<file path="src/rtl/tick_pkg.sv">
package tick_pkg;

    localparam int PRE_W     = 8;   // width of one prescaler
    localparam int SEL_W     = 4;   // width of one channel select code
    localparam int DIV_CODES = 4;   // codes 0..DIV_CODES-1 select distinct divides

    typedef enum logic [0:0] {
        GRP_LO = 1'b0,
        GRP_HI = 1'b1
    } grp_e;

    typedef struct packed {
        logic [PRE_W-1:0] pre_hi;
        logic [PRE_W-1:0] pre_lo;
    } presc_cfg_t;

    typedef struct packed {
        logic       is_ext;
        logic [2:0] shift;
    } sel_dec_t;

    function automatic sel_dec_t decode_sel(input logic [SEL_W-1:0] code,
                                            input int base,
                                            input logic [15:0] ext_mask);
        sel_dec_t d;
        int c;
        d.is_ext = ext_mask[code];
        c = (int'(code) >= DIV_CODES) ? (DIV_CODES - 1) : int'(code);
        d.shift = 3'(c + base);
        return d;
    endfunction

    function automatic grp_e chan_group(input int ch, input int lo_count);
        return (ch < lo_count) ? GRP_LO : GRP_HI;
    endfunction

endpackage

</file>
<file path="src/rtl/tick_cfg_regs.sv">
module tick_cfg_regs
    import tick_pkg::*;
#(
    parameter int NUM_CH = 5,
    parameter int DATA_W = 32,
    parameter int ADDR_W = 8
) (
    input  logic                    clk,
    input  logic                    rst,
    input  logic                    wr_en,
    input  logic [ADDR_W-1:0]       addr,
    input  logic [DATA_W-1:0]       wdata,
    output logic [DATA_W-1:0]       rdata,
    output presc_cfg_t              presc,
    output logic [NUM_CH*SEL_W-1:0] sel_flat
);
    localparam int SEL_BITS = NUM_CH * SEL_W;
    localparam int PRE_BITS = 2 * PRE_W;
    localparam logic [ADDR_W-1:0] OFS_PRE = ADDR_W'(8'h00);
    localparam logic [ADDR_W-1:0] OFS_SEL = ADDR_W'(8'h04);

    presc_cfg_t            presc_q;
    logic [SEL_BITS-1:0]   sel_q;
    logic                  unused_hi_bits;

    assign unused_hi_bits = ^wdata[DATA_W-1:SEL_BITS];

    always_ff @(posedge clk) begin
        if (rst) begin
            presc_q <= '0;
            sel_q   <= '0;
        end else if (wr_en) begin
            case (addr)
                OFS_PRE: presc_q <= presc_cfg_t'(wdata[PRE_BITS-1:0]);
                OFS_SEL: sel_q   <= wdata[SEL_BITS-1:0];
                default: ;
            endcase
        end
    end

    always_comb begin
        rdata = '0;
        case (addr)
            OFS_PRE: rdata[PRE_BITS-1:0] = presc_q;
            OFS_SEL: rdata[SEL_BITS-1:0] = sel_q;
            default: rdata = '0;
        endcase
    end

    assign presc    = presc_q;
    assign sel_flat = sel_q;

    // a write to the prescaler offset lands in the register
    p_pre_write_r2: assert property (@(posedge clk) disable iff (rst)
        (wr_en && addr == OFS_PRE) |=> presc_q == $past(wdata[PRE_BITS-1:0]));

    // with no write strobe both registers hold their value
    p_hold_r2: assert property (@(posedge clk) disable iff (rst)
        !wr_en |=> ($stable(presc_q) && $stable(sel_q)));

endmodule

</file>
<file path="src/rtl/tick_prescaler.sv">
module tick_prescaler
    import tick_pkg::*;
(
    input  logic             clk,
    input  logic             rst,
    input  logic [PRE_W-1:0] pre,
    output logic             pulse
);
    logic [PRE_W-1:0] cnt_q;

    assign pulse = (cnt_q >= pre);

    always_ff @(posedge clk) begin
        if (rst)        cnt_q <= '0;
        else if (pulse) cnt_q <= '0;
        else            cnt_q <= cnt_q + 1'b1;
    end

    // once inside the range, the count stays within the prescale value
    p_cnt_bound_r3: assert property (@(posedge clk) disable iff (rst)
        ($stable(pre) && cnt_q <= pre) |=> (cnt_q <= pre || !$stable(pre)));

    // each prescaled pulse restarts the interval
    p_wrap_r3: assert property (@(posedge clk) disable iff (rst)
        pulse |=> cnt_q == '0);

endmodule

</file>
<file path="src/rtl/tick_divider.sv">
module tick_divider #(
    parameter int MAX_SHIFT = 4
) (
    input  logic               clk,
    input  logic               rst,
    input  logic               pulse_in,
    output logic [MAX_SHIFT:0] taps
);
    logic [MAX_SHIFT-1:0] cnt_q;

    always_ff @(posedge clk) begin
        if (rst)           cnt_q <= '0;
        else if (pulse_in) cnt_q <= cnt_q + 1'b1;
    end

    assign taps[0] = pulse_in;

    for (genvar k = 1; k <= MAX_SHIFT; k++) begin : g_tap
        assign taps[k] = pulse_in & (&cnt_q[k-1:0]);
    end

    // the divider count moves only on prescaled pulses, never on writes
    p_hold_r9: assert property (@(posedge clk) disable iff (rst)
        !pulse_in |=> $stable(cnt_q));

    // each prescaled pulse advances the divider by one
    p_step_r3: assert property (@(posedge clk) disable iff (rst)
        pulse_in |=> cnt_q == $past(cnt_q) + 1'b1);

endmodule

</file>
<file path="src/rtl/tick_chan_sel.sv">
module tick_chan_sel
    import tick_pkg::*;
#(
    parameter int          MAX_SHIFT = 4,
    parameter int          DIV_BASE  = 1,
    parameter logic [15:0] EXT_MASK  = 16'h0010
) (
    input  logic               clk,
    input  logic               rst,
    input  logic [SEL_W-1:0]   code,
    input  logic [MAX_SHIFT:0] taps,
    input  logic               ext_in,
    output logic               tick
);
    sel_dec_t dec;
    logic     div_hit;
    logic     tick_q;

    assign dec = decode_sel(code, DIV_BASE, EXT_MASK);

    always_comb begin
        div_hit = 1'b0;
        for (int k = 0; k <= MAX_SHIFT; k++) begin
            if (int'(dec.shift) == k) div_hit = taps[k];
        end
    end

    always_ff @(posedge clk) begin
        if (rst) tick_q <= 1'b0;
        else     tick_q <= dec.is_ext ? ext_in : div_hit;
    end

    assign tick = tick_q;

    // in external mode the tick is the strobe one cycle later
    p_ext_follow_r6: assert property (@(posedge clk) disable iff (rst)
        dec.is_ext |=> tick_q == $past(ext_in));

    // with no prescaled pulse in the group there is no divided tick
    p_needs_pulse_r4: assert property (@(posedge clk) disable iff (rst)
        (!dec.is_ext && !taps[0]) |=> !tick_q);

    // a divided tick with divide of two or more lasts one cycle
    p_one_wide_r8: assert property (@(posedge clk) disable iff (rst)
        (tick_q && !dec.is_ext && dec.shift != 3'd0 && $stable(code)) |=> !tick_q);

endmodule

</file>
<file path="src/rtl/tick_gen_top.sv">
module tick_gen_top
    import tick_pkg::*;
#(
    parameter int          NUM_CH   = 5,
    parameter int          LO_CH    = 2,
    parameter int          DIV_BASE = 1,
    parameter logic [15:0] EXT_MASK = 16'h0010,
    parameter int          DATA_W   = 32,
    parameter int          ADDR_W   = 8
) (
    input  logic              clk,
    input  logic              rst,
    input  logic              wr_en,
    input  logic [ADDR_W-1:0] addr,
    input  logic [DATA_W-1:0] wdata,
    output logic [DATA_W-1:0] rdata,
    input  logic [1:0]        ext_tick,
    output logic [NUM_CH-1:0] tick_en
);
    localparam int MAX_SHIFT = DIV_BASE + DIV_CODES - 1;
    localparam int NUM_GRP   = 2;

    presc_cfg_t              presc;
    logic [NUM_CH*SEL_W-1:0] sel_flat;
    logic [PRE_W-1:0]        grp_pre   [NUM_GRP];
    logic [NUM_GRP-1:0]      grp_pulse;
    logic [MAX_SHIFT:0]      grp_taps  [NUM_GRP];

    tick_cfg_regs #(
        .NUM_CH (NUM_CH),
        .DATA_W (DATA_W),
        .ADDR_W (ADDR_W)
    ) u_regs (
        .clk      (clk),
        .rst      (rst),
        .wr_en    (wr_en),
        .addr     (addr),
        .wdata    (wdata),
        .rdata    (rdata),
        .presc    (presc),
        .sel_flat (sel_flat)
    );

    assign grp_pre[GRP_LO] = presc.pre_lo;
    assign grp_pre[GRP_HI] = presc.pre_hi;

    for (genvar g = 0; g < NUM_GRP; g++) begin : g_grp
        tick_prescaler u_pre (
            .clk   (clk),
            .rst   (rst),
            .pre   (grp_pre[g]),
            .pulse (grp_pulse[g])
        );

        tick_divider #(
            .MAX_SHIFT (MAX_SHIFT)
        ) u_div (
            .clk      (clk),
            .rst      (rst),
            .pulse_in (grp_pulse[g]),
            .taps     (grp_taps[g])
        );
    end

    for (genvar ch = 0; ch < NUM_CH; ch++) begin : g_ch
        localparam int G = int'(chan_group(ch, LO_CH));

        tick_chan_sel #(
            .MAX_SHIFT (MAX_SHIFT),
            .DIV_BASE  (DIV_BASE),
            .EXT_MASK  (EXT_MASK)
        ) u_sel (
            .clk    (clk),
            .rst    (rst),
            .code   (sel_flat[ch*SEL_W +: SEL_W]),
            .taps   (grp_taps[G]),
            .ext_in (ext_tick[G]),
            .tick   (tick_en[ch])
        );
    end

    // no tick leaves the block in the cycle after reset
    p_reset_quiet_r1: assert property (@(posedge clk)
        $past(rst) |-> tick_en == '0);

endmodule

</file>
<file path="config.mk">
export PLATFORM = sky130hd
export DESIGN_NAME = tick_gen_top
export DESIGN_NICKNAME = d
export VERILOG_FILES = /design/src/rtl/tick_pkg.sv /design/src/rtl/tick_cfg_regs.sv /design/src/rtl/tick_prescaler.sv /design/src/rtl/tick_divider.sv /design/src/rtl/tick_chan_sel.sv /design/src/rtl/tick_gen_top.sv
export SDC_FILE = /design/constraint.sdc
export NUM_CORES = 1
export LEC_CHECK = 0
export ABC_AREA = 1
export BUFFER_PORTS_ARGS = -buffer_cell sky130_fd_sc_hd__buf_2
export CAP_MARGIN = 20
export CELL_PAD_IN_SITES_DETAIL_PLACEMENT = 0
export CELL_PAD_IN_SITES_GLOBAL_PLACEMENT = 1
export CORE_UTILIZATION = 39
export DETAILED_ROUTE_END_ITERATION = 12
export PLACE_DENSITY_LB_ADDON = 0.1
export SYNTH_ARGS = -nofsm -noshare
export SYNTH_HDL_FRONTEND = slang
export SYNTH_HIERARCHICAL = 1
export SYNTH_SLANG_ARGS = --single-unit
</file>
<file path="constraint.sdc">
create_clock -name clk -period 2.1 [get_ports clk]
set_clock_uncertainty 0.1 [all_clocks]
set_input_delay 0.42 -clock clk [delete_from_list [all_inputs] [get_ports clk]]
set_output_delay 0.42 -clock clk [all_outputs]
set_load 0.03 [all_outputs]
</file>
* Word level (Yosys, flattened, before mapping)
Memory sizes are Yosys's and may differ from the RTL's. A register that Yosys moved wholly into a read port is not among the register bits.
Index checks and enable logic that the tools add are counted.
** Cells by class
- Add/sub/neg operators :: 9
- Order comparisons :: 12
- Equal/unequal tests :: 21
- Muxes and demuxes :: 52
- Bitwise logic cells :: 8
- Reduce and logical (&&, ||, !) cells :: 16
** Operator list (number)
- 3-bit == test (second input constant) :: 15
- 4-bit 2-to-1 mux :: 11
- 1-bit 2-to-1 mux :: 35
- 16-bit case mux with 2 select lines :: 1
- 4-bit by 5-bit < comparator with 1-bit output (second input constant) :: 5
- 4-bit by 3-bit >= comparator with 1-bit output (second input constant) :: 5
- 8-bit by 1-bit adder with 8-bit output (second input constant) :: 2
- 8-bit >= comparator :: 2
- 3-bit by 2-bit adder with 3-bit output (second input constant) :: 5
- 3-bit by 2-bit == test with 1-bit output (second input constant) :: 5
- 3-bit logical NOT :: 5
- 3-bit 2-to-1 mux :: 5
- 4-bit by 1-bit adder with 4-bit output (second input constant) :: 2
- 1-bit bitwise AND :: 8
- 8-bit by 3-bit == test with 1-bit output (second input constant) :: 1
- 8-bit logical NOT :: 1
- 2-bit AND reduction :: 4
- 4-bit AND reduction :: 2
- 3-bit AND reduction :: 2
- 2-bit OR reduction :: 2
** Word-level totals
- Bits in registers :: 65
- Bits in read-only memories :: 80
- Input port bits :: 45
- Output and inout bits :: 37
- Word-level logic and storage cells :: 135
- Memories kept :: 5
** Memories
- (no name shown) :: words 16, bits a word 1, rd ports 1, clocked after memory_dff 1, wr ports 0, line tick_pkg.sv:27 : d.is_ext = ext_mask[code];
- (no name shown) :: words 16, bits a word 1, rd ports 1, clocked after memory_dff 1, wr ports 0, line tick_pkg.sv:27
- (no name shown) :: words 16, bits a word 1, rd ports 1, clocked after memory_dff 1, wr ports 0, line tick_pkg.sv:27
- (no name shown) :: words 16, bits a word 1, rd ports 1, clocked after memory_dff 1, wr ports 0, line tick_pkg.sv:27
- (no name shown) :: words 16, bits a word 1, rd ports 1, clocked after memory_dff 1, wr ports 0, line tick_pkg.sv:27

* Logic depth before layout (Yosys ltp)
- Word-level depth :: 10
- Mapped depth :: 17
- Depth with buffers taken out :: 17

* Hierarchy
Netlist, hierarchy kept.
** By module, submodules not included
- tick_cfg_regs :: instances 1, cells an instance 304, area each 1934.4 um^2, sequential area each 720.7 um^2
- tick_prescaler :: instances 2, cells an instance 75, area each 566.8 um^2, sequential area each 160.2 um^2
- tick_chan_sel :: instances 5, cells an instance 19, area each 110.1 um^2, sequential area each 20.0 um^2
- tick_divider :: instances 2, cells an instance 31, area each 211.5 um^2, sequential area each 80.1 um^2

* Worst setup path before layout
OpenSTA, ideal clock, no wires.
- Path kind :: input -> output
- Start :: in addr[7]
- End :: out rdata[16]
- Data arrival time :: 1.455 ns
- Required time :: 1.580 ns
- Path slack :: 0.125 ns
- Stages :: 7
- Path buffers :: 2
- Cells stage by stage :: nor2_1 > nand2_2 > nor2_4 > buf_6 > buf_6 > inv_2 > nor2_1
** Between the ends
- Word-level cells in the longest chain between the ends :: 2
** RTL lines
- from (decl) :: line tick_gen_top.sv:14 : input logic [ADDR_W-1:0] addr,
- 8-bit by 3-bit == test with 1-bit output :: line tick_cfg_regs.sv:43 : case (addr)
- 4-bit 2-to-1 mux :: line tick_cfg_regs.sv:43
- to (decl) :: line tick_gen_top.sv:16 : output logic [DATA_W-1:0] rdata,
Every way passes these cells.

* Worst setup path after layout
- Start :: in addr[1]
- End :: out rdata[19]
Same word-level chain as after synthesis.

==> run summary <==
Final Max Slew Viols: 0
WL final: 9.21 mm
DRT iter0 DRCs: 177
Outcome: finished clean
Vias per cell: 4.57
Num CTS Buffers: 9
Yosys warnings: 6
Crit path arrival time: 1440 ps
Mapped Cells: 609
CP Class: in2out
Int Pwr: 1.89 mW
Hold Crit Class: in2reg
Worst Path Buf+Inv: 4
Power, Total: 2.52 mW
Maximum root-to-sink buffer count: 2
Crit start category: input pin
Critical Path Sink Type: output pin
Average wire per standard cell: 11.2 µm
Crit path from: addr[1]
Slowest stage cell on the critical path: buf_4
Synth Cell Area: 4030 µm²
Chip width: 104 µm
Sw frac: 25.0%
Die Area: 10700 µm²
Sequential share of power: 50.1%
Area grow syn2layout: 20.6%
Antenna-violating nets left: 0
Max Clk Rate: 509 MHz
Setup-failing EPs final: 0
Clock root buffer master: clkbuf_8
Reg2reg start: u_regs/presc[7]
DIE HEIGHT: 104 µm
Worst Path Required: 1580 ps
Worst IR Drop VDD: 0.000280 V
Final Hold Fails: 0
Largest net degree at the start of global routing: 49
Via count: 3766
Input/output buffers: 57
DP Wirelength: 6.74 mm
Max Cap Viol: 0
Most common cell after layout, fill and taps aside: nand2_1
Power Dens Cells: 518 nW/µm²
Initial Util: 40.6%
CTS Sinks: 65
Fin crit period: 1960 ps
CTS clk-pin slew, worst paths: 70 ps
Tot GR Track Use: 17.4%
Core area: 9910 µm²
Vias in the first global route: 3375
Drt drc: 0
Crit-path max cell delay: 190 ps
Clock tree from TritonCTS: done
Global-route wire length before repair: 15.4 mm
Pre-Repair DR Iteration Count: 4
Leakage: 2.34 nW
Ant diodes: 0
Setup_tns: 0 ps
Mapped Avg Cell Area: 6.61 µm²
Fin nets: 753
GP Congestion: 0.799
Initial antenna violation count: 0
Overflow after GRT: 0
Commonest non-fill, non-tap cells in the layout: 151 x nand2_1, 95 x nor2_1, 81 x inv_1, 61 x dfxtp_1, 56 x buf_2
Worst path cell trace: buf_2, nor2_1, nand2_1, nor2_4, buf_4, inv_2, nor2_1, buf_2
Later-pin clock latency in the skew report: 340 ps
H-tree levels: 3
Rows: 36
CP max FO: 7
Number of top-level pins: 82
Share of cells above drive strength 1: 21.6%
Tcrit/Tclk final: 93.5%
Switch Pwr: 0.629 mW
Largest delay share family, worst path: buffers and inverters
Hold_sp: ext_tick[1]
Clk network pwr share: 40.5%
Logic pwr share: 9.4%
-- tightest hold or removal path: stages --
cell and delay [ps]:
buf_2 100, o21bai_1 80, a21oi_2 90
-- path summary, 6_finish.rpt --
check                                               end  slack [ps]  cells after the start
worst min-delay path                 g_ch[2].u_sel/tick         280                      3
worst min register to register  g_grp[0].u_pre/cnt_q[0]         370                      1
worst max-delay path                          rdata[19]         140                      8
worst max register to register       g_ch[0].u_sel/tick         170                     14
-- registers in the layout, summed over array words and instances, names as in the netlist --
| name | flops |
|---|---|
| g_grp.u_div/cnt_q | 8 |
| u_regs/sel_flat | 20 |
| g_grp.u_pre/cnt_q | 16 |
| g_ch.u_sel/tick | 5 |
| u_regs/presc | 16 |
-- stage by stage --
step	util [%]	std cells	instance area, µm²	worst slack, ps	hold WS (ps)
after detailed placement	45.9	803	4540	48.6	363
after global routing	49.0	824	4850	-21.6	277
after global placement	45.9	803	4540	68.0	360
after floorplan	-	620	4070	125	340
after CTS	47.8	819	4740	51.4	264
final	49.0	824	4850	137	277
-- final cells by class --
type                       count  area, µm²
timing repair buffer          89        613
sequential                    65       1310
multi-input combinational    437       2260
clock inverter                 2       10.0
inverter                      84        315
fill                        1049       5050
tap                          133        166
clock buffer                  14        183
-- timing repair --
item	in CTS	in global routing
hold buffers	0	0
setup endpoints to repair	0	11
gates resized for setup	0	15
setup buffers	0	3
-- routing by layer --
metal | vias to the layer above | track usage (%) | wire, µm
met5 | - | 0 | 0
met1 | 1662 | 23.3 | 4520
met3 | 10 | 3.21 | 406
met2 | 86 | 28.3 | 4180
met4 | 0 | 5.59 | 105
li1 | 2008 | - | -
-- power by group through the flow --
stage | combinational [mW] | clock (mW) | sequential [mW]
5_1_grt | 0.267 | 1.11 | 1.26
6_report | 0.237 | 1.02 | 1.26
3_5_place_dp | 0.235 | 0 | 1.29
2_1_floorplan | 0.165 | 0 | 1.30
4_1_cts | 0.236 | 1.07 | 1.26
3_3_place_gp | 0.234 | 0 | 1.29
Note: power is estimated with default switching activity, not from simulation.
